<file path="src/rtl/ebe_pkg.sv">
package ebe_pkg;

  localparam int unsigned EBE_CNT_W    = 32;
  localparam int unsigned EBE_DVD_W    = 40;
  localparam int unsigned EBE_PCT_W    = 8;
  localparam int unsigned EBE_PCT_FULL = 100;

  typedef enum logic [1:0] {
    ST_IDLE = 2'd0,
    ST_DIV  = 2'd1,
    ST_FIN  = 2'd2
  } ebe_state_e;

endpackage

</file>
<file path="src/rtl/ebe_snapshot.sv">
module ebe_snapshot #(
  parameter int unsigned CNT_W = 32
) (
  input  logic             clk,
  input  logic             rst_n,
  input  logic             capture_i,
  input  logic [CNT_W-1:0] cyc_i,
  input  logic [CNT_W-1:0] ctl_i,
  input  logic [CNT_W-1:0] ext_i,
  output logic             wrap_o,
  output logic [CNT_W-1:0] cyc_dlt_o,
  output logic [CNT_W-1:0] ctl_dlt_o,
  output logic [CNT_W-1:0] ext_dlt_o
);

  localparam int unsigned NCH = 3;

  logic [NCH-1:0][CNT_W-1:0] live;
  logic [NCH-1:0][CNT_W-1:0] prev_q;
  logic [NCH-1:0][CNT_W-1:0] prev_d;
  logic [NCH-1:0][CNT_W-1:0] dlt;

  assign live[0] = cyc_i;
  assign live[1] = ctl_i;
  assign live[2] = ext_i;

  for (genvar g = 0; g < NCH; g++) begin : g_ch
    always_comb begin
      prev_d[g] = prev_q[g];
      if (capture_i) prev_d[g] = live[g];
    end

    always_ff @(posedge clk or negedge rst_n) begin
      if (!rst_n) prev_q[g] <= '0;
      else        prev_q[g] <= prev_d[g];
    end

    // modular difference: one rollover still gives the true delta
    assign dlt[g] = live[g] - prev_q[g];
  end

  assign wrap_o    = (prev_q[0] == '0) || (prev_q[0] > cyc_i);
  assign cyc_dlt_o = dlt[0];
  assign ctl_dlt_o = dlt[1];
  assign ext_dlt_o = dlt[2];

  assert_snap_load_R8: assert property (@(posedge clk) disable iff (!rst_n)
    capture_i |=> (prev_q[0] == $past(cyc_i)) && (prev_q[1] == $past(ctl_i))
                  && (prev_q[2] == $past(ext_i)));

  assert_snap_hold_R10: assert property (@(posedge clk) disable iff (!rst_n)
    !capture_i |=> $stable(prev_q));

endmodule

</file>
<file path="src/rtl/ebe_divider.sv">
module ebe_divider #(
  parameter int unsigned DVD_W = 40,
  parameter int unsigned DSR_W = 32
) (
  input  logic             clk,
  input  logic             rst_n,
  input  logic             start_i,
  input  logic [DVD_W-1:0] dividend_i,
  input  logic [DSR_W-1:0] divisor_i,
  output logic             busy_o,
  output logic             last_o,
  output logic [DVD_W-1:0] quo_nxt_o
);

  localparam int unsigned STEP_W = $clog2(DVD_W + 1);

  logic [DVD_W-1:0]  dq_q, dq_d, dq_step;
  logic [DSR_W-1:0]  rem_q, rem_d;
  logic [DSR_W-1:0]  dsr_q, dsr_d;
  logic [STEP_W-1:0] cnt_q, cnt_d;
  logic              busy_q, busy_d;
  logic [DSR_W:0]    rem_sh, rem_sub;
  logic              fits;

  // one restoring step: shift in the next dividend bit, try to subtract
  always_comb begin
    rem_sh  = {rem_q, dq_q[DVD_W-1]};
    rem_sub = rem_sh - {1'b0, dsr_q};
    fits    = (rem_sh >= {1'b0, dsr_q});
    dq_step = {dq_q[DVD_W-2:0], fits};
  end

  assign last_o    = busy_q && (cnt_q == STEP_W'(DVD_W - 1));
  assign busy_o    = busy_q;
  assign quo_nxt_o = dq_step;

  always_comb begin
    dq_d   = dq_q;
    rem_d  = rem_q;
    dsr_d  = dsr_q;
    cnt_d  = cnt_q;
    busy_d = busy_q;
    if (start_i) begin
      dq_d   = dividend_i;
      rem_d  = '0;
      dsr_d  = divisor_i;
      cnt_d  = '0;
      busy_d = 1'b1;
    end else if (busy_q) begin
      dq_d  = dq_step;
      rem_d = fits ? rem_sub[DSR_W-1:0] : rem_sh[DSR_W-1:0];
      cnt_d = cnt_q + STEP_W'(1);
      if (last_o) busy_d = 1'b0;
    end
  end

  always_ff @(posedge clk or negedge rst_n) begin
    if (!rst_n) begin
      dq_q   <= '0;
      rem_q  <= '0;
      dsr_q  <= '0;
      cnt_q  <= '0;
      busy_q <= 1'b0;
    end else begin
      dq_q   <= dq_d;
      rem_q  <= rem_d;
      dsr_q  <= dsr_d;
      cnt_q  <= cnt_d;
      busy_q <= busy_d;
    end
  end

  assert_start_idle_R10: assert property (@(posedge clk) disable iff (!rst_n)
    start_i |-> !busy_q);

  assert_nonzero_divisor_R5: assert property (@(posedge clk) disable iff (!rst_n)
    start_i |-> (divisor_i != '0));

  assert_keep_running_R6: assert property (@(posedge clk) disable iff (!rst_n)
    (busy_q && !last_o) |=> busy_q);

endmodule

</file>
<file path="src/rtl/ext_busy_estimator.sv">
module ext_busy_estimator
  import ebe_pkg::*;
#(
  parameter int unsigned CNT_W    = EBE_CNT_W,
  parameter int unsigned DVD_W    = EBE_DVD_W,
  parameter int unsigned PCT_W    = EBE_PCT_W,
  parameter int unsigned PCT_FULL = EBE_PCT_FULL
) (
  input  logic             clk,
  input  logic             rst_n,
  input  logic             req_i,
  input  logic [CNT_W-1:0] cyc_cnt_i,
  input  logic [CNT_W-1:0] ctl_busy_i,
  input  logic [CNT_W-1:0] ext_busy_i,
  output logic [PCT_W-1:0] busy_pct_o,
  output logic             done_o
);

  localparam int unsigned LAT_W = $clog2(DVD_W + 2);

  ebe_state_e       state_q, state_d;
  logic [PCT_W-1:0] pct_q, pct_d;
  logic             accept, wrap, clear_zero, div_start;
  logic             div_busy, div_last;
  logic [CNT_W-1:0] cyc_dlt, ctl_dlt, ext_dlt, clear_dlt;
  logic [DVD_W-1:0] dividend, quo_nxt;
  logic [PCT_W-1:0] quo_clamped;

  assign accept = req_i && (state_q == ST_IDLE);

  ebe_snapshot #(.CNT_W(CNT_W)) u_snap (
    .clk       (clk),
    .rst_n     (rst_n),
    .capture_i (accept),
    .cyc_i     (cyc_cnt_i),
    .ctl_i     (ctl_busy_i),
    .ext_i     (ext_busy_i),
    .wrap_o    (wrap),
    .cyc_dlt_o (cyc_dlt),
    .ctl_dlt_o (ctl_dlt),
    .ext_dlt_o (ext_dlt)
  );

  // clear time only counts when total time strictly exceeds control busy time
  assign clear_dlt  = (cyc_dlt > ctl_dlt) ? (cyc_dlt - ctl_dlt) : '0;
  assign clear_zero = (clear_dlt == '0);
  assign dividend   = DVD_W'(ext_dlt) * DVD_W'(PCT_FULL);
  assign div_start  = accept && !wrap && !clear_zero;

  ebe_divider #(.DVD_W(DVD_W), .DSR_W(CNT_W)) u_div (
    .clk        (clk),
    .rst_n      (rst_n),
    .start_i    (div_start),
    .dividend_i (dividend),
    .divisor_i  (clear_dlt),
    .busy_o     (div_busy),
    .last_o     (div_last),
    .quo_nxt_o  (quo_nxt)
  );

  assign quo_clamped = (quo_nxt > DVD_W'(PCT_FULL)) ? PCT_W'(PCT_FULL)
                                                    : quo_nxt[PCT_W-1:0];

  always_comb begin
    state_d = state_q;
    pct_d   = pct_q;
    unique case (state_q)
      ST_IDLE: begin
        if (accept) begin
          if (wrap) begin
            pct_d   = '0;
            state_d = ST_FIN;
          end else if (clear_zero) begin
            pct_d   = PCT_W'(PCT_FULL);
            state_d = ST_FIN;
          end else begin
            state_d = ST_DIV;
          end
        end
      end
      ST_DIV: begin
        if (div_last) begin
          pct_d   = quo_clamped;
          state_d = ST_FIN;
        end
      end
      ST_FIN:  state_d = ST_IDLE;
      default: state_d = ST_IDLE;
    endcase
  end

  always_ff @(posedge clk or negedge rst_n) begin
    if (!rst_n) begin
      state_q <= ST_IDLE;
      pct_q   <= '0;
    end else begin
      state_q <= state_d;
      pct_q   <= pct_d;
    end
  end

  assign busy_pct_o = pct_q;
  assign done_o     = (state_q == ST_FIN);

  // step counter used only by the latency property
  logic [LAT_W-1:0] lat_q;
  always_ff @(posedge clk or negedge rst_n) begin
    if (!rst_n)                 lat_q <= '0;
    else if (accept)            lat_q <= '0;
    else if (state_q == ST_DIV) lat_q <= lat_q + LAT_W'(1);
  end

  assert_done_pulse_R11: assert property (@(posedge clk) disable iff (!rst_n)
    done_o |=> !done_o);

  assert_pct_range_R7: assert property (@(posedge clk) disable iff (!rst_n)
    busy_pct_o <= PCT_W'(PCT_FULL));

  assert_wrap_zero_R3: assert property (@(posedge clk) disable iff (!rst_n)
    (accept && wrap) |=> (done_o && (busy_pct_o == '0)));

  assert_noclear_full_R5: assert property (@(posedge clk) disable iff (!rst_n)
    (accept && !wrap && clear_zero) |=> (done_o && (busy_pct_o == PCT_W'(PCT_FULL))));

  assert_div_latency_R6: assert property (@(posedge clk) disable iff (!rst_n)
    (done_o && ($past(state_q) == ST_DIV)) |-> (lat_q == LAT_W'(DVD_W)));

  assert_div_idle_R10: assert property (@(posedge clk) disable iff (!rst_n)
    (state_q == ST_IDLE) |-> !div_busy);

  assert_pct_hold_R11: assert property (@(posedge clk) disable iff (!rst_n)
    !done_o |=> (done_o || $stable(busy_pct_o)));

endmodule

</file>
<file path="config.mk">
export PLATFORM = sky130hd
export DESIGN_NAME = ext_busy_estimator
export DESIGN_NICKNAME = d
export VERILOG_FILES = /design/src/rtl/ebe_pkg.sv /design/src/rtl/ebe_snapshot.sv /design/src/rtl/ebe_divider.sv /design/src/rtl/ext_busy_estimator.sv
export SDC_FILE = /design/constraint.sdc
export NUM_CORES = 1
export LEC_CHECK = 0
export BUFFER_PORTS_ARGS = -buffer_cell sky130_fd_sc_hd__buf_2
export CORE_MARGIN = 2
export CORE_UTILIZATION = 35
export CTS_CLUSTER_DIAMETER = 150
export CTS_CLUSTER_SIZE = 40
export DETAILED_ROUTE_END_ITERATION = 12
export MAX_ROUTING_LAYER = met4
export PLACE_DENSITY = 0.52
export SLEW_MARGIN = 20
export SYNTH_ARGS = -nofsm -noshare
export SYNTH_HDL_FRONTEND = slang
export SYNTH_SLANG_ARGS = --single-unit
</file>
<file path="constraint.sdc">
create_clock -name clk -period 10.01 [get_ports clk]
set_clock_uncertainty 0.15 [all_clocks]
set_input_delay 1.5015 -clock clk [delete_from_list [all_inputs] [get_ports clk]]
set_output_delay 1.5015 -clock clk [all_outputs]
set_load 0.01 [all_outputs]
</file>
# Yosys cells after proc, flatten, opt, wreduce, memory -nomap -nowiden

Cells that the tools add are included.

Flip-flop bits (word level): 217
Latch bits: 0
Bits in writable memories: 0
ROM bits: 0
Bits of input ports: 99
Output and inout port bits: 9
Logic and storage cells: 63
Memories kept: 0

$add $sub $neg: 6
Multiply operators: 1
Div/mod/pow operators: 0
$lt $le $gt $ge: 4
Equality and inequality tests: 6
Shift-type cells: 0
Mux-type cells: 22
Bitwise operators: 0
Reductions and logical operators: 14

Operators by type and width:

| operator                                                       | number |
|---|---|
| subtractor 32 bit                                              | 5 |
| two-way mux 32 bit                                             | 4 |
| two-way mux 40 bit                                             | 2 |
| greater-than comparator 32 bit                                 | 2 |
| zero test 32 bit                                               | 2 |
| greater-than comparator 40 x 7 -> 1 bit, second input constant | 1 |
| two-way mux 8 bit                                              | 5 |
| multiplier 32 x 5 -> 37 bit, second input constant             | 1 |
| >= comparator 33 x 32 -> 1 bit                                 | 1 |
| one-hot mux 8 bit (2 select lines)                             | 1 |
| two-way mux 6 bit                                              | 2 |
| two-way mux 2 bit                                              | 4 |
| adder 6 x 1 -> 6 bit, second input constant                    | 1 |
| == test 6 bit, second input constant                           | 1 |
| logical AND 1 bit                                              | 4 |
| != test 2 bit, second input constant                           | 2 |
| one-hot mux 2 bit (2 select lines)                             | 1 |
| AND reduction 4 bit                                            | 1 |
| nonzero test 2 bit                                             | 2 |
| two-way mux 1 bit                                              | 3 |
| != test 3 bit, second input constant                           | 1 |
| == test 2 x 1 -> 1 bit, second input constant                  | 1 |
| == test 2 bit, second input constant                           | 1 |
| zero test 1 bit                                                | 2 |
| 3 further kinds                                                | 3 |

# Depth between registers and ports, before layout

Depth after elaboration: 8
Depth in mapped cells: 32
Mapped depth without buffers: 32

# Cells and area by module

From an unflattened synthesis, not the netlist that was laid out.

Cell total of the unflattened synthesis: 2849
Area total of the unflattened synthesis: 22449.0 um2

By module, submodules not included:

| module             | instances | cells an instance | area an instance (um2) | seq. area each (um2) |
|---|---|---|---|---|
| ebe_snapshot       | 1         | 1130              | 8792.2                 | 2402.3 |
| ebe_divider        | 1         | 839               | 7203.2                 | 2777.7 |
| ext_busy_estimator | 1         | 880               | 6453.7                 | 250.2 |

# Least setup slack after synthesis

No wires, ideal clock.

Kind: input to register
From: in ext_busy_i[0]
To: reg u_div.dq_q[38]
Arrival time: 7.003 ns
Data required time: 9.734 ns
Slack: 2.731 ns
Cell stages on the path: 31
Cell sequence: inv_1 ha_1 inv_1 fa_1 a21o_1 nand2_1 a21oi_1 o211ai_1 a21oi_1 a311oi_1 o21bai_1 a41o_1 a41oi_1 mux2i_1 nand2_1 ha_1 ha_1 inv_1 fa_1 inv_1 ha_1 a21oi_1 nor2b_1 or2_2 a311o_1 o21ai_0 a211oi_1 o21ai_0 nand2b_1 xnor2_1 mux2i_1

Word-level cells in the longest chain between the ends: 3

RTL lines:

| item                        | line                     | source |
|---|---|---|
| start, declared             | ext_busy_estimator.sv:14 | `input logic [CNT_W-1:0] ext_busy_i,` |
| subtractor 32 bit           | ebe_snapshot.sv:39       | `assign dlt[g] = live[g] - prev_q[g];` |
| multiplier 32 x 5 -> 37 bit | ext_busy_estimator.sv:47 | `assign dividend = DVD_W'(ext_dlt) * DVD_W'(PCT_FULL);` |
| two-way mux 40 bit          | ebe_divider.sv:43        | `if (start_i) begin` |
| end signal, assigned        | ebe_divider.sv:65        | `dq_q <= dq_d;` |
| end, declared               | ebe_divider.sv:17        | `logic [DVD_W-1:0] dq_q, dq_d, dq_step;` |

No other way between the ends.
A chain may end at the register's enable or synchronous reset.

# Worst setup path in the final report

From: in ctl_busy_i[0]
To: reg u_div.rem_q[3]

Word-level cells in the longest chain between the ends: 7
Elaborated cells on any way between the ends: 9

RTL lines:

| item                                                                       | line                     | source |
|---|---|---|
| start, declared                                                            | ext_busy_estimator.sv:13 | `input logic [CNT_W-1:0] ctl_busy_i,` |
| subtractor 32 bit (*)                                                      | ebe_snapshot.sv:39       |  |
| subtractor 32 bit / greater-than comparator 32 bit (equally long branches) | ext_busy_estimator.sv:45 | `assign clear_dlt = (cyc_dlt > ctl_dlt) ? (cyc_dlt - ctl_dlt) : '0;` |
| two-way mux 32 bit (*)                                                     | ext_busy_estimator.sv:45 |  |
| zero test 32 bit (*)                                                       | ext_busy_estimator.sv:46 | `assign clear_zero = (clear_dlt == '0);` |
| zero test 1 bit (*)                                                        | ext_busy_estimator.sv:48 | `assign div_start = accept && !wrap && !clear_zero;` |
| logical AND 1 bit (*)                                                      | ext_busy_estimator.sv:48 |  |
| two-way mux 32 bit / nonzero test 2 bit (equally long branches)            | -                        |  |
| end signal, assigned                                                       | ebe_divider.sv:66        | `rem_q <= rem_d;` |
| end, declared                                                              | ebe_divider.sv:18        | `logic [DSR_W-1:0] rem_q, rem_d;` |

Every way passes the cells marked *; elsewhere a longest branch is shown, timed or not.

==> results.md <==
- Outcome: finished clean
- Post-synth EDFFs: 0
- Top-count cell post-synth: inv_1
- Vias per cell: 5.21
- Dominant synthesized flop cell: dfrtp_1
- Final WS setup: 1.80 ns
- Met2 usage: 30.2%
- Initial Util: between 30% and 40%
- Die area: 0.0610 mm^2
- First-pass GRT wire length: just under 90000 um
- Max stage delay cell, worst path: or4_1
- Post-synth ARST share: 100%
- Crit path DAT: approximately 8.5 ns
- H-tree Lvls: 1
- Share of layout cells above drive strength 1: 7.12%
- Finished Cell Area: ~0.022 mm^2
- CTS sink cnt: between 200 and 250
- Placed Area: 0.0220 mm^2
- Largest net degree at the start of global routing: ~120
- Setup Crit Path Kind: in2reg
- WP depth: 28
- WHS Path Cells: 2
- Post-CTS Hold Buffers: 0
- # fillers: ~6100
- Final Max Slew Viols: 0
- Storage cell area: 0.00543 mm^2
- Rel. slew slack: between 30% and 40%
- Grt met1 use: 24.6%
- F_max: 122 MHz
- Synth Register Bits: 217
- Crit start category: input pin
- Crit-path most repeated cell: a21oi_1
- Post-synthesis cell count: 2501
- Seq/Total Area, Yosys: 26.3%
- Vias in the first global route: 16894
- CP Max Fanout: just over 60
- Syn_nets: 2891
- Max_cap viols: 0
- Worst slew pin tran: 0.945 ns
- R2r setup slk: between 2 and 3 ns
- CTS tree: done
- Clk buf depth: 3
- Routed wire length: 53200 um
- Std-Cell Rows: 89
- Routed Antenna Nets: 0
- Synth top area share: 26.3%
- Synth top area cells: dfrtp_1 (26%), ha_1 (16%), inv_1 (5.6%)
- Core area: 0.0587 mm^2
- Reg2reg path depth: 26
- Routing usage on met3: 1.28%
- CTS buffer count: 11
- First-pass DRT Iterations: 5
- DR iter-0 viols: 850
- Delay-heaviest family, CP: simple AND/OR/NAND/NOR gates
- Die Ht: 247 um
- Post-CTS sizing: 0
- Port buffer count: 107
- Initial antenna violation count: 1
- Final setup viols: 0
- Clk pin slew, worst setup/hold paths: 0.15 ns
- Min Hold Slack: 0.357 ns
- Chip Width: ~250 um
- Hold Crit Class: reg2reg
- RSZ-0062 raised after global routing: no
- Hold path startpoint: busy_pct_o[7]
- Hold Vio Cnt, Final: 0
- NumNets Final: 2941
- Critical Path Start: ctl_busy_i[0]
- Commonest cells post-synth: inv_1 (309), ha_1 (259), dfrtp_1 (217)
- Min Tclk post-route: between 8 and 9 ns
- Busiest grt layer: met2
- Area grow syn2layout: 8.28%
- Total negative slack: 0 ns
- GRT Total Usage: 18.2%
- IO Pins: 108
- Clock Tree Root: clkbuf_16
- # Post-CTS Setup Buffers: 0
- Crit path buffers/inverters: 6
- Area leader, netlist: dfrtp_1
- CP max stage delay: about 0.54 ns
- Reg-to-Reg Start: u_snap.prev_q[32]
- Clock Latency Late Sink: 0.54 ns
- Post-Syn Area: 0.0207 mm^2
- Gr ovfl total: 0
- WL per Instance: between 15 and 20 um
- DP HPWL: 42700 um
- GP Congestion: 0.892
- Detailed-route via count: ~17000
- Area of the multi-input gates: 0.0137 mm^2
- Final period util: 82.0%
- Avg Cell Area, Syn: 8.26 um^2
- Synth cell types: between 80 and 90
- Crit. End Element: flop
- Drt drc: 0
- Syn. warnings: 0
- WP data required: 10.30 ns
- N_diodes: 0
- Post-Place Worst Slack: 1.41 ns
final timing paths:
check | to
setup / recovery | u_div.rem_q[3]
hold / removal | busy_pct_o[7]
setup reg to reg | u_div.rem_q[3]
hold reg to reg | busy_pct_o[7]
max in group asynchronous | u_div.rem_q[23]
min in group asynchronous | u_snap.prev_q[87]
metal layers:
metal / wire [um] / up-vias
met2: 25200 / 215
li1: - / 8846
met1: 25800 / 8236
met4: 825 / 0
met5: 0 / -
met3: 1370 / 37
placed cells by master, fill, tap and decap left out, types with 25 or more instances in the layout:
| master | netlist | routed |
|---|---|---|
| nor2b_1 | 27 | 27 |
| xor2_1 | 64 | 64 |
| xnor2_1 | 108 | 108 |
| a21o_1 | 57 | 57 |
| buf_2 | 7 | 106 |
| a21oi_1 | 187 | 187 |
| a211oi_1 | 42 | 42 |
| mux2i_1 | 68 | 68 |
| o21bai_1 | 25 | 25 |
| nand3_1 | 69 | 69 |
| nand2_1 | 210 | 210 |
| o21ai_0 | 207 | 207 |
| nand2b_1 | 29 | 29 |
| ha_1 | 259 | 259 |
| nor4_1 | 27 | 27 |
| dfrtp_1 | 217 | 216 |
| nor2_1 | 159 | 159 |
| o21a_1 | 30 | 30 |
| inv_1 | 309 | 309 |
| fa_1 | 32 | 32 |
cell type report:
class / count / share of cell area (%)
Clock buffer: 12 / 1.29
Clock inverter: 5 / 0.537
Inverter: 309 / 5.18
Multi-Input combinational cell: 1891 / 61.4
Sequential cell: 217 / 24.3
Tap cell: 773 / 4.32
Timing Repair Buffer: 121 / 2.98
metrics by stage:
step	std cells	util [%]
floorplan	2501	-
detailed placement	3311	37.4
finish	3328	38.1
CTS	3328	38.1
global route	3328	38.1
global placement	3311	37.4
flip-flops by register name, indices dropped and copies added (netlist names):
register,cells
u_div.dq_q,40
u_div.cnt_q,6
state_q,2
u_snap.prev_q,96
busy_pct_o,8
u_div.dsr_q,32
u_div.busy_o,1
u_div.rem_q,32
worst register-to-register path: cells and delay by family (launching register included):
family	cells	cell delay, ns
simple gates	8	2.56
compound gates	10	2.42
fa+ha+maj	3	0.93
buf+inv	4	0.87
flops	1	0.37
xor+xnor	1	0.09
kinds of logic (layout without fill, tap and decap cells):
| kind of cell | after synthesis | in the layout | synth area share, % |
|---|---|---|---|
| buf+inv | 393 | 447 | 7.30 |
| flops | 217 | 217 | 26.3 |
| compound gates | 703 | 703 | 21.5 |
| xor+xnor | 172 | 172 | 7.29 |
| simple gates | 645 | 645 | 14.8 |
| fa+ha+maj | 291 | 291 | 18.8 |
| mux | 80 | 80 | 4.02 |
Power is left out: the tool's default activity adds up to more than one toggle a clock period on the data nets, which glitch-free logic cannot reach.
